[src/rtl/eirq_pkg.sv]
package eirq_pkg;

  // Width of one trigger-mode field inside its slot.
  localparam int MODE_W = 3;

  // Upper two mode bits select the detection class.
  localparam logic [1:0] CLS_LEVEL = 2'b00;
  localparam logic [1:0] CLS_FALL  = 2'b01;
  localparam logic [1:0] CLS_RISE  = 2'b10;

  // Request for one pin from its mode, current and previous sample.
  function automatic logic trig_eval(input logic [MODE_W-1:0] mode,
                                     input logic cur,
                                     input logic prev);
    logic hit;
    case (mode[MODE_W-1:1])
      CLS_LEVEL: hit = mode[0] ? cur : ~cur;
      CLS_FALL:  hit = prev & ~cur;
      CLS_RISE:  hit = ~prev & cur;
      default:   hit = prev ^ cur;
    endcase
    return hit;
  endfunction

endpackage

[src/rtl/eirq_rst_sync.sv]
module eirq_rst_sync (
  input  logic clk,
  input  logic rst_n_async,
  output logic rst_n_sync
);

  logic [1:0] stage_q;

  always_ff @(posedge clk or negedge rst_n_async) begin
    if (!rst_n_async) begin
      stage_q <= 2'b00;
    end else begin
      stage_q <= {stage_q[0], 1'b1};
    end
  end

  assign rst_n_sync = stage_q[1];

endmodule

[src/rtl/eirq_pin_sync.sv]
module eirq_pin_sync #(
  parameter int WIDTH = 8
) (
  input  logic             clk,
  input  logic             rst_n,
  input  logic [WIDTH-1:0] pin_async,
  output logic [WIDTH-1:0] cur_o,
  output logic [WIDTH-1:0] prev_o
);

  logic [WIDTH-1:0] meta_q, cur_q, prev_q;
  logic [WIDTH-1:0] meta_d, cur_d, prev_d;

  // Next-state: shift the pin through two sync stages and one history stage.
  always_comb begin
    meta_d = pin_async;
    cur_d  = meta_q;
    prev_d = cur_q;
  end

  always_ff @(posedge clk or negedge rst_n) begin
    if (!rst_n) begin
      meta_q <= '0;
      cur_q  <= '0;
      prev_q <= '0;
    end else begin
      meta_q <= meta_d;
      cur_q  <= cur_d;
      prev_q <= prev_d;
    end
  end

  assign cur_o  = cur_q;
  assign prev_o = prev_q;

endmodule

[src/rtl/eirq_cfg_reg.sv]
module eirq_cfg_reg #(
  parameter int NUM_PINS = 8,
  parameter int SLOT_W   = 4
) (
  input  logic                         clk,
  input  logic                         rst_n,
  input  logic                         wr_en,
  input  logic [NUM_PINS*SLOT_W-1:0]   wdata,
  output logic [NUM_PINS*SLOT_W-1:0]   cfg_o
);
  import eirq_pkg::*;

  localparam int CFG_W = NUM_PINS * SLOT_W;

  // Keep only the mode bits of each slot; spare bits stay zero.
  function automatic logic [CFG_W-1:0] field_mask();
    logic [CFG_W-1:0] m;
    m = '0;
    for (int p = 0; p < NUM_PINS; p++) begin
      m[p*SLOT_W +: MODE_W] = '1;
    end
    return m;
  endfunction

  localparam logic [CFG_W-1:0] KEEP_MASK = field_mask();

  logic [CFG_W-1:0] cfg_q, cfg_d;

  always_comb begin
    cfg_d = wdata & KEEP_MASK;
  end

  always_ff @(posedge clk or negedge rst_n) begin
    if (!rst_n) begin
      cfg_q <= '0;
    end else if (wr_en) begin
      cfg_q <= cfg_d;
    end
  end

  assign cfg_o = cfg_q;

endmodule

[src/rtl/eirq_trig_detect.sv]
module eirq_trig_detect (
  input  logic [eirq_pkg::MODE_W-1:0] mode_i,
  input  logic                        cur_i,
  input  logic                        prev_i,
  output logic                        req_o
);
  import eirq_pkg::*;

  always_comb begin
    req_o = trig_eval(mode_i, cur_i, prev_i);
  end

endmodule

[src/rtl/ext_irq_trigger.sv]
module ext_irq_trigger #(
  parameter int NUM_PINS = 8,
  parameter int SLOT_W   = 4
) (
  input  logic                       clk,
  input  logic                       rst_n,
  input  logic [NUM_PINS-1:0]        pin_in,
  input  logic                       cfg_wr_en,
  input  logic [NUM_PINS*SLOT_W-1:0] cfg_wdata,
  output logic [NUM_PINS*SLOT_W-1:0] cfg_rd_data,
  output logic [NUM_PINS-1:0]        irq_req
);
  import eirq_pkg::*;

  localparam int CFG_W = NUM_PINS * SLOT_W;

  logic                rst_n_int;
  logic [CFG_W-1:0]    cfg_word;
  logic [NUM_PINS-1:0] pin_cur, pin_prev;

  eirq_rst_sync u_rst (
    .clk         (clk),
    .rst_n_async (rst_n),
    .rst_n_sync  (rst_n_int)
  );

  eirq_cfg_reg #(
    .NUM_PINS (NUM_PINS),
    .SLOT_W   (SLOT_W)
  ) u_cfg (
    .clk   (clk),
    .rst_n (rst_n_int),
    .wr_en (cfg_wr_en),
    .wdata (cfg_wdata),
    .cfg_o (cfg_word)
  );

  eirq_pin_sync #(
    .WIDTH (NUM_PINS)
  ) u_sync (
    .clk       (clk),
    .rst_n     (rst_n_int),
    .pin_async (pin_in),
    .cur_o     (pin_cur),
    .prev_o    (pin_prev)
  );

  for (genvar g = 0; g < NUM_PINS; g++) begin : g_pin
    eirq_trig_detect u_det (
      .mode_i (cfg_word[g*SLOT_W +: MODE_W]),
      .cur_i  (pin_cur[g]),
      .prev_i (pin_prev[g]),
      .req_o  (irq_req[g])
    );
  end

  assign cfg_rd_data = cfg_word;

endmodule

[config.mk]
export PLATFORM = sky130hd
export DESIGN_NAME = ext_irq_trigger
export DESIGN_NICKNAME = d
export VERILOG_FILES = /design/src/rtl/eirq_pkg.sv /design/src/rtl/eirq_rst_sync.sv /design/src/rtl/eirq_pin_sync.sv /design/src/rtl/eirq_cfg_reg.sv /design/src/rtl/eirq_trig_detect.sv /design/src/rtl/ext_irq_trigger.sv
export SDC_FILE = /design/constraint.sdc
export NUM_CORES = 1
export LEC_CHECK = 0
export BUFFER_PORTS_ARGS = -buffer_cell sky130_fd_sc_hd__buf_2
export CELL_PAD_IN_SITES_DETAIL_PLACEMENT = 2
export CELL_PAD_IN_SITES_GLOBAL_PLACEMENT = 2
export CORE_ASPECT_RATIO = 1.5
export CORE_MARGIN = 5
export CORE_UTILIZATION = 29
export DETAILED_ROUTE_END_ITERATION = 8
export GPL_TIMING_DRIVEN = 0
export PLACE_DENSITY_LB_ADDON = 0.25
export SYNTH_ARGS = -nofsm -noshare
export SYNTH_HDL_FRONTEND = slang
export SYNTH_SLANG_ARGS = --single-unit
[constraint.sdc]
create_clock -name clk -period 1.45 [get_ports clk]
set_input_delay 0.145 -clock clk [delete_from_list [all_inputs] [get_ports clk]]
set_output_delay 0.145 -clock clk [all_outputs]
set_load 0.02 [all_outputs]
### After elaboration in Yosys (flattened, before gate mapping)

Cells that the tools add are included.

| storage, ports and cells | value |
|---|---|
| bits of input ports | 43 |
| word-level logic and storage cells | 85 |
| register bits | 50 |

| operators by class | value |
|---|---|
| bitwise logic cells | 40 |
| equality and inequality tests | 16 |
| muxes and demuxes | 16 |
| reduce and logical (&&, ||, !) cells | 8 |

Operators by type and width:

| kind | count |
|---|---|
| $pmux W1 S3 | 8 |
| $and A1 B1 Y1 | 16 |
| $eq A2 B1 Y1 const B | 8 |
| $eq A2 B2 Y1 const B | 8 |
| $logic_not A2 Y1 | 8 |
| $not A1 Y1 | 16 |
| $mux W1 | 8 |
| $xor A1 B1 Y1 | 8 |

### Longest topological paths before layout

Gate-level depths: netlist of the first run.

| logic depth | value |
|---|---|
| depth in word-level cells | 3 |
| mapped depth | 5 |
| mapped depth without buffers | 4 |

### Modules after synthesis

From an unflattened synthesis of the first run, not the netlist that was laid out.

| unflattened totals | value |
|---|---|
| cells, all modules | 143 |
| area total of the unflattened synthesis | 2,255.9 sq um |

By module, submodules not included:

| module | cells an instance | times used | area an instance (sq um) | sequential area each (sq um) |
|---|---|---|---|---|
| eirq_cfg_reg | 60 | 1 | 1,061.0 | 600.6 |
| eirq_pin_sync | 24 | 1 | 600.6 | 600.6 |
| eirq_trig_detect | 7 | 8 | 67.6 | 0.0 |
| eirq_rst_sync | 3 | 1 | 53.8 | 50.0 |

### Worst setup path before layout of the first run

Ideal clock, no wire load.

| timing | value |
|---|---|
| kind | reg-to-output |
| from | register u_sync.cur_q[3], in the netlist u_sync.cur_o[3] |
| to | output irq_req[3] |
| arrival time | 1.294 ns |
| buffers on the path | 1 |
| data required time | 1.305 ns |
| stages on the path, launching flop included | 5 |
| path slack | 0.011 ns |
| path through | dfrtp_1 ha_1 inv_1 mux4_2 buf_4 |

| on the way | value |
|---|---|
| word-level cells in the longest chain between the ends | 3 |
| elaborated cells between the ends (all ways) | 6 |
| those cells by class | mux (2); bitwise (4) |

Ends and longest elaborated chain:

| element | RTL line | RTL |
|---|---|---|
| from (decl) | eirq_pin_sync.sv:11 | `logic [WIDTH-1:0] meta_q, cur_q, prev_q;` |
| from (signal assigned) | eirq_pin_sync.sv:28 | `cur_q <= cur_d;` |
| $not A1 Y1 | eirq_pkg.sv:17, eirq_pkg.sv:18 |  |
| $and A1 B1 Y1 or $mux W1 (tied branches) | eirq_pkg.sv:18, eirq_pkg.sv:17 |  |
| $pmux W1 S3 (*) | eirq_pkg.sv:16 | `case (mode[MODE_W-1:1])` |
| to (decl) | ext_irq_trigger.sv:11 | `output logic [NUM_PINS-1:0] irq_req` |

Every way passes the cells marked *; elsewhere a longest branch is shown, timed or not.

### Worst setup path after layout of the first run

| timing | value |
|---|---|
| from | register u_sync.cur_q[0], in the netlist u_sync.cur_o[0] |
| to | output irq_req[0] |

Same word-level chain as after synthesis.

==> results.toml, run 1 <==
[synth]
ys_seq_area_share_pct = 56.4
synth_top_cell_by_area = "dfrtp_1"
ys_types = 10
synthTopCellsByArea = "dfrtp_1, mux2_2, ha_1"
yosysWarnings = 0
synth_top_area_share_pct = 56.4
synth_area_mm2 = 0.00222
avgSynthCellArea_um2 = 14.7
syn_inst = 151
ys_ff_latch = 50

[routing]
vias = 1427
drt_iter0_markers = 41
antenna_left = 0
route.detailed.drc = 0
vias_per_cell = 4.10
routedWlPerCell_um = 13.6
drt_wl_total_mm = 4.74
first_pass_iters = 2

[sta]
finalMaxSlewViolations = 0
maxSlewHeadroom_pct = 30.2
period_share_pct = 124
finalSetupViolations = 8
holdWs_ns = 0.0904
fin_skew_ns = 0.00619
fmax_ghz = 0.557
rsz0062_at_grt = "yes"
finalHoldViolations = 0
setup_slack_ns = -0.344
worst_slew_pin_slew_ns = 1.05
fin_crit_ns = 1.79

[grt]
track_usage_pct = 10.6
antenna_found_initial = 0
grt_max_degree = 49
grt_pass1_vias = 1654
grt_pass1_wl_mm = 7.65
gr-total-overflow = 0

[placement]
port_buffers = 65
dp.cells = 325
dpl.hpwl_mm = 3.54
routabilityCongestion = 0.669
place_area_mm2 = 0.00270

[setup_path]
rrSetupSlack_ns = 0.34
startpoint_type = "flip-flop"
path_class = "reg -> out"
r2r-start = "u_rst.stage_q[1]"
crit_path_end_kind = "primary output"
cp.arrival_ns = 1.65
path_max_fanout = 2
crit_required_ns = 1.31
r2r-end = "u_cfg.cfg_o[24]"
r2r_cells = 0

[cts]
clkLatencyLatePin_ns = 0.28
ctsLongestPathBuffers = 2
numCtsBuffers = 5
clockRootBuffer = "clkbuf_16"
clkTransAtPathRegs_ns = 0.06
cts_sinks = 50
htreeDepth = 2
cts_tree = "done"

[final_layout]
final_area_mm2 = 0.00308
fill_cells = 785
drive_above_1_share_pct = 56.1
area_growth_pct = 38.8
n_antenna_cell = 0
sequential_cell_area_mm2 = 0.00125
final_cells = 348
multi_input_area_um2 = 785
final_nets = 304

[power_and_ir_drop]
power_switching_share_pct = 25.9
internal_power_mw = 2.62
ir_drop_uv = 629
power.density_mw_per_mm2 = 1150
pwr-share-comb_pct = 20.0
switchingPower_uw = 914
clkPwrFrac_pct = 34.4
seqPwrFrac_pct = 45.6
leakage_nw = 1.54
totalPowerFinal_mw = 3.53

[die]
fp.coreArea_mm2 = 0.00756
io_pins = 83
die_h_um = 117
rows = 39
initial_core_util_pct = 29.3
die_w_um = 81.4
dieArea_mm2 = 0.00953

[min_path]
hold_end = "u_cfg.cfg_o[9]"
hold_class = "in -> reg"
hp-start = "cfg_wdata[9]"
min_path_cells = 2

[outcome]
status = "complete, but fails checks"
violations = "negative setup slack"

[job]
max-cap-violations = 0
-- power groups by stage --
stage	sequential [mW]	combinational, mW	clock, mW
CTS	1.61	0.707	1.27
detailed placement	1.65	0.653	0
global placement	1.64	0.635	0
finish	1.61	0.706	1.22
floorplan	1.70	0.366	0
global route	1.63	0.765	1.33
-- layer usage --
layer	GRT usage (%)	wire length, um
met4	3.38	47
met2	20.3	2810
met1	10.9	1590
met5	0	0
met3	3.14	302
-- metrics by stage --
stage,setup TNS [ns],setup slack (ns),util [%]
detailed placement,-1.44,-0.207,35.7
CTS,-2.71,-0.372,40.0
finish,-2.56,-0.344,40.7
global route,-3.09,-0.403,40.7
floorplan,0,0.0106,-
global placement,-1.20,-0.158,35.7
-- cells in the mapped netlist --
library cell	n
dfrtp_1	50
inv_1	24
mux2_2	24
buf_4	16
ha_1	16
mux4_2	8
xnor2_1	8
buf_6	2
conb_1	2
buf_2	1
-- critical path, stage by stage (launching register included) --
cell     delay, ns
dfrtp_1       0.43
ha_4          0.29
inv_2         0.03
mux4_2        0.47
buf_6         0.15
-- cell families (layout without fill, tap and decap cells) --
kind of cell               Yosys count  in the layout  synth area share (%)
DFF                                 50             50                  56.4
buffers and inverters               43            131                  10.7
muxes                               32             32                  20.3
adders and majority gates           16             16                  9.03
xor gates and xnor gates             8              8                  3.16
other                                2              9                 0.339
-- timing repair --
item                       in CTS  in global routing
resized for setup              16                  8
pin swaps                       8                  4
hold endpoints to repair       10                  0
setup endpoints to repair       8                  8
hold buffers                    9                  0
buffers inserted               12                  2
cloned                          0                  0
-- final cells by class --
| cell class | count | area share [%] |
|---|---|---|
| Buffer | 11 | 2.85 |
| Clock buffer | 7 | 4.96 |
| Clock inverter | 1 | 0.285 |
| Inverter | 24 | 2.93 |
| Multi-Input combinational cell | 65 | 25.5 |
| Sequential cell | 50 | 40.7 |
| Tap cell | 102 | 4.15 |
| Timing Repair Buffer | 88 | 18.7 |
-- state kept, by name (all words and copies together) (netlist names) --
name	flops
u_sync.cur_o	8
u_cfg.cfg_o	24
u_sync.cur_d	8
u_sync.prev_o	8
u_rst.stage_q	2
-- how the worst max path moves through the flow --
stage / endpoint / slack, ns / depth (start not counted) / startpoint
after global placement: irq_req[1] / -0.16 / 5 / u_sync.cur_o[1]
after detailed placement: irq_req[2] / -0.21 / 5 / u_sync.cur_o[2]
after CTS: irq_req[0] / -0.37 / 4 / u_sync.cur_o[0]
after global routing: irq_req[2] / -0.40 / 5 / u_sync.prev_o[2]
after floorplan: irq_req[3] / 0.01 / 4 / u_sync.cur_o[3]
final: irq_req[0] / -0.34 / 4 / u_sync.cur_o[0]
-- placed cells by master (no fill, tap or decap), drive strengths merged, types with 7 or more instances in the layout --
cell type	count
dlygate4sd3	9
mux2	24
xnor2	8
mux4	8
buf	90
ha	16
clkbuf	7
conb	9
dfrtp	50
inv	24
No activity file was read; power rests on OpenSTA's default activity.
==> inputs of run 2 (changes only) <==
--- a/config.mk
+++ b/config.mk
@@ -8,12 +8,12 @@
 export BUFFER_PORTS_ARGS = -buffer_cell sky130_fd_sc_hd__buf_2
 export CELL_PAD_IN_SITES_DETAIL_PLACEMENT = 2
 export CELL_PAD_IN_SITES_GLOBAL_PLACEMENT = 2
-export CORE_ASPECT_RATIO = 1.5
 export CORE_MARGIN = 5
 export CORE_UTILIZATION = 29
 export DETAILED_ROUTE_END_ITERATION = 8
 export GPL_TIMING_DRIVEN = 0
 export PLACE_DENSITY_LB_ADDON = 0.25
+export SETUP_SLACK_MARGIN = 0.1
 export SYNTH_ARGS = -nofsm -noshare
 export SYNTH_HDL_FRONTEND = slang
 export SYNTH_SLANG_ARGS = --single-unit
==> run 2 against run 1 <==
- the flow still finishes with violations (negative setup slack)
- sequential share of layout area grew 0.081 points
- die area shrank 0.38%
- largest cell class unchanged
- first-iteration DRC count shrank 66%
- flip-flop and latch count is the same
- clock-buffer cell count shrank 1
- critical path type unchanged
- critical endpoint is now irq_req[5]
- largest power group unchanged
- worst setup slack lost 0.11 ns
- cell area is the same
- fmax shrank 5.9%
- via count shrank 0.42%
- sequential power is essentially flat
==> results.toml, run 2 (synthesis gave the netlist of run 1 again) <==
[outcome]
status = "complete, but fails checks"
violations = "negative setup slack"

[cts]
numCtsBuffers = 5
clkTransAtPathRegs_ns = 0.09
clkLatencyLatePin_ns = 0.30
clockRootBuffer = "clkbuf_8"
htreeDepth = 2
cts_sinks = 50
ctsLongestPathBuffers = 2
cts_tree = "done"

[placement]
dp.cells = 322
port_buffers = 65
routabilityCongestion = 0.636
dpl.hpwl_mm = 3.66

[final_layout]
area_growth_pct = 38.8
n_antenna_cell = 0
final_util_pct = 42.0
final_cells = 350
final_nets = 310
drive_above_1_share_pct = 55.4
largest_register_ffs = 24
final_cell_mix = "buf_2, dfrtp_1, mux2_2"
mostFrequentLayoutCell = "buf_2"

[routing]
drt_iter0_markers = 14
routedWlPerCell_um = 13.9
antenna_left = 0
vias_per_cell = 4.06
first_pass_iters = 2
vias = 1421
route.detailed.drc = 0
drt_wl_total_mm = 4.88

[grt]
antenna_found_initial = 0
grt_max_degree = 49
top_usage_layer = "met2"
track_usage_pct = 11.1
grt_pass1_wl_mm = 8.29
met2_usage_pct = 19.7
use_met3_pct = 3.66
gr-total-overflow = 0
grt_pass1_vias = 1648
met1_usage_pct = 12.6

[sta]
worst_slew_pin_slew_ns = 0.635
finalMaxSlewViolations = 0
fmax_ghz = 0.525
finalSetupViolations = 8
period_share_pct = 131
rsz0062_at_grt = "yes"
finalHoldViolations = 0
fin_tns_setup_ns = -3.42
fin_skew_ns = 0.00643
maxSlewHeadroom_pct = 57.6
fin_crit_ns = 1.91
setup_slack_ns = -0.456

[job]
max-cap-violations = 0

[power_and_ir_drop]
ir_drop_uv = 355
leakage_nw = 1.56
power.density_mw_per_mm2 = 1100
totalPowerFinal_mw = 3.40

[min_path]
min_path_cells = 2
hold_end = "u_cfg.cfg_o[1]"
hold_class = "in -> reg"
hp-start = "cfg_wdata[1]"

[setup_path]
crit_required_ns = 1.31
cp.arrival_ns = 1.76
r2r-start = "u_cfg.cfg_o[4]"
crit_path_start = "u_sync.cur_o[5]"
crit_path_end_kind = "primary output"
path_max_fanout = 4
r2r_cells = 1
startpoint_type = "flip-flop"
r2r-end = "u_cfg.cfg_o[4]"
rrSetupSlack_ns = 0.62
path_class = "reg -> out"

[die]
io_pins = 83
dieArea_mm2 = 0.00949
rows = 31
initial_core_util_pct = 30.2
die_w_um = 97.4
die_h_um = 97.4
fp.coreArea_mm2 = 0.00733
run 2: changes by cell type in the layout (fill, tap and decap cells not counted), sizes merged:
| cell | delta |
|---|---|
| clkinv | -1 |
| clkbuf | -1 |
| buf | +6 |
| bufinv | +1 |
run 2: critical path, cell delays in order (launching register included):
cell and delay, ns:
dfrtp_1 0.42, ha_1 0.28, inv_1 0.04, mux4_2 0.47, buf_6 0.13, buf_6 0.12
run 2: metrics by stage:
stage | setup slack [ns] | hold WS (ns) | instance area, um2
floorplan | 0.0148 | -0.151 | 2270
global placement | -0.163 | -0.0688 | 2720
detailed placement | -0.189 | -0.0665 | 2720
CTS | -0.475 | 0.0491 | 3060
global route | -0.536 | 0.0476 | 3080
finish | -0.456 | 0.0648 | 3080
run 2: layout make-up:
| type | count | area (um2) |
|---|---|---|
| Multi-Input combinational cell | 65 | 767 |
| Clock buffer | 6 | 82.6 |
| Timing Repair Buffer | 87 | 563 |
| Tap cell | 99 | 124 |
| Inverter | 24 | 90.1 |
| Clock inverter | 1 | 30.0 |
| Buffer | 18 | 166 |
| Sequential cell | 50 | 1250 |
| Fill cell | 762 | 4250 |
run 2: repair_timing:
item	in CTS	in global routing
hold buffers	9	0
pin swaps	8	8
hold endpoints to repair	10	0
setup endpoints to repair	8	56
setup buffers	12	1
resized for setup	16	4
run 2: worst max path at each step:
stage                     cells past startpoint  slack, ns          to
after floorplan                               4       0.01  irq_req[3]
after global placement                        5      -0.16  irq_req[3]
after detailed placement                      5      -0.19  irq_req[3]
after CTS                                     5      -0.47  irq_req[6]
after global routing                          5      -0.54  irq_req[6]
final                                         5      -0.46  irq_req[5]
run 2: report_power, final:
part	total, mW	internal [mW]	leakage, nW	switching (mW)
sequential	1.61	1.50	0.583	0.113
combinational	0.775	0.442	0.919	0.333
clock	1.01	0.553	0.0573	0.458
run 2: routing by layer:
layer  part of all wire [%]  vias up
li1                       -      655
met1                     39      722
met2                     55       40
met3                    5.3        4
met4                   0.76        0
met5                      0        -
==> inputs of run 3 (changes only) <==
--- a/config.mk
+++ b/config.mk
@@ -5,11 +5,12 @@
 export SDC_FILE = /design/constraint.sdc
 export NUM_CORES = 1
 export LEC_CHECK = 0
+export ABC_AREA = 1
 export BUFFER_PORTS_ARGS = -buffer_cell sky130_fd_sc_hd__buf_2
 export CELL_PAD_IN_SITES_DETAIL_PLACEMENT = 2
 export CELL_PAD_IN_SITES_GLOBAL_PLACEMENT = 2
 export CORE_MARGIN = 5
-export CORE_UTILIZATION = 29
+export CORE_UTILIZATION = 26
 export DETAILED_ROUTE_END_ITERATION = 8
 export GPL_TIMING_DRIVEN = 0
 export PLACE_DENSITY_LB_ADDON = 0.25
==> run 3 against run 2 <==
- via count up 38%
- clock skew is 0.0016 ns lower
- cell area grew 6.5%
- largest cell class unchanged
- cell count increased by 32%
- critical path type unchanged
- area after synthesis grew 7.1%
- wire length up 28%
- the run still ends with negative setup slack left
==> results.toml, run 3 <==
[sta]
worst_slew_pin_slew_ns = 0.649
fin_crit_ns = 1.62
maxSlewHeadroom_pct = 56.8
finalHoldViolations = 0
finalMaxSlewViolations = 0
rsz0062_at_grt = "yes"
finalSetupViolations = 8
period_share_pct = 111
setup_slack_ns = -0.166
fin_skew_ns = 0.00478
fmax_ghz = 0.619
fin_tns_setup_ns = -1.02

[cts]
numCtsBuffers = 5
clkLatencyLatePin_ns = 0.30
ctsLongestPathBuffers = 2
clkTransAtPathRegs_ns = 0.10
htreeDepth = 2
cts_tree = "done"
clockRootBuffer = "clkbuf_8"
cts_sinks = 50

[job]
max-cap-violations = 0

[grt]
grt_pass1_wl_mm = 10.2
track_usage_pct = 11.3
antenna_found_initial = 0
gr-total-overflow = 0
grt_max_degree = 49
grt_pass1_vias = 2135

[setup_path]
path_max_fanout = 3
startpoint_type = "flip-flop"
r2r-start = "u_rst.stage_q[1]"
cp.arrival_ns = 1.47
r2r_cells = 0
path_class = "reg -> out"
crit_required_ns = 1.31
crit_path_start = "u_sync.cur_o[6]"
crit_path_end_kind = "primary output"

[die]
io_pins = 83
die_h_um = 106
dieArea_mm2 = 0.0111
initial_core_util_pct = 27.0
rows = 34
die_w_um = 106
fp.coreArea_mm2 = 0.00881

[synth]
synth_top_cell_by_area = "dfrtp_1"
synth_edf_count = 0
synthAdderAreaFrac_pct = 8.43
synth_ff_type = "dfrtp_1"
ys_ff_latch = 50
synth-simple-area-share_pct = 18.1
yosysMostFrequentCell = "dfrtp_1"
synth.area.mux_share_pct = 0
async_flop_share_pct = 100
synth_top_family_by_area = "simple AND/OR/NAND/NOR gates"
ys_seq_area_share_pct = 52.7
syn_inst = 257
synthTopCellsByArea = "dfrtp_1, ha_1, inv_1"
synth_area_mm2 = 0.00237
synthTopCellsByCount = "dfrtp_1, inv_1, nand2_1, nand3_1, o21ai_0"
synth_compound_area_share_pct = 5.69
yosysWarnings = 0
avgSynthCellArea_um2 = 9.24
synth_xor_area_share_pct = 0
synth_top_area_share_pct = 52.7
ys_types = 15

[placement]
routabilityCongestion = 0.705
dpl.hpwl_mm = 4.62
port_buffers = 65

[min_path]
hp-start = "cfg_wdata[25]"
min_path_cells = 3
hold_class = "in -> reg"

[routing]
route.detailed.drc = 0
drt_iter0_markers = 21
vias = 1961
routedWlPerCell_um = 13.6
antenna_left = 0
drt_wl_total_mm = 6.26
first_pass_iters = 3
vias_per_cell = 4.25

[final_layout]
fill_cells = 1007
area_growth_pct = 38.1
drive_above_1_share_pct = 38.2
final_nets = 411
n_antenna_cell = 0
mostFrequentLayoutCell = "buf_2"
final_cell_mix = "buf_2, nand2_1, dfrtp_1"
largest_register_ffs = 24

[power_and_ir_drop]
leakage_nw = 1.72
totalPowerFinal_mw = 3.21
ir_drop_uv = 353
power.density_mw_per_mm2 = 978

[outcome]
violations = "negative setup slack"
status = "complete, but fails checks"
-- run 3: layer usage --
metal	vias to the layer above	global-route usage (%)	share of wire [%]
met3	4	2.81	4.0
met5	-	0	0
met1	961	13.5	41
met2	37	20.4	55
met4	0	2.50	0.30
li1	959	-	-
-- run 3: kinds of logic (layout without fill, tap and decap cells) --
family                   Yosys count  after routing
AO/OA/AOI/OAI                     24             24
adder cells (fa/ha/maj)           16             16
buffers and inverters             69            158
flip-flops                        50             50
other                              2              9
AND/OR/NAND/NOR                   96             96
-- run 3: cell type report --
| cell class | instances | area, um2 | share of cell area [%] |
|---|---|---|---|
| Multi-Input combinational cell | 145 | 915 | 27.9 |
| Clock inverter | 2 | 12.5 | 0.382 |
| Tap cell | 108 | 135 | 4.12 |
| Buffer | 20 | 170 | 5.19 |
| Timing Repair Buffer | 82 | 526 | 16.0 |
| Clock buffer | 6 | 82.6 | 2.52 |
| Inverter | 48 | 180 | 5.49 |
| Sequential cell | 50 | 1260 | 38.4 |
-- run 3: final timing paths --
kind | to | slack [ns]
max | irq_req[6] | -0.17
min | u_cfg.cfg_o[25] | 0.05
max reg2reg | u_sync.cur_o[1] | 0.61
min reg2reg | u_sync.cur_o[7] | 0.35
max in group asynchronous | u_sync.cur_o[1] | 0.61
min in group asynchronous | u_rst.stage_q[0] | 0.14
-- run 3: metrics by stage --
stage | hold slack, ns | worst slack [ns] | instance area (um2) | std cells | utilization (%)
2_1_floorplan | -0.151 | 0.307 | 2400 | 264 | -
3_3_place_gp | -0.0695 | 0.135 | 2860 | 437 | 32.5
3_5_place_dp | -0.0661 | 0.0893 | 2860 | 437 | 32.5
4_1_cts | 0.0331 | -0.190 | 3150 | 459 | 35.7
5_1_grt | 0.0293 | -0.262 | 3280 | 461 | 37.2
6_report | 0.0469 | -0.166 | 3280 | 461 | 37.2
-- run 3: power by group --
part,switching [mW],internal [mW]
sequential,0.127,1.49
clock,0.479,0.385
combinational,0.383,0.343
total,0.989,2.22
-- run 3: what timing repair did --
item,in CTS,in global routing
gates resized for setup,23,33
pin swaps,8,10
setup buffers,5,3
hold buffers,9,0
setup endpoints to repair,8,56
hold endpoints to repair,10,0
-- run 3: worst max-delay path, stage by stage, from the launching register on --
cell and delay [ns]:
dfrtp_1 0.42, ha_1 0.28, nand3b_1 0.18, nand3_1 0.09
buf_4 0.11, buf_6 0.10
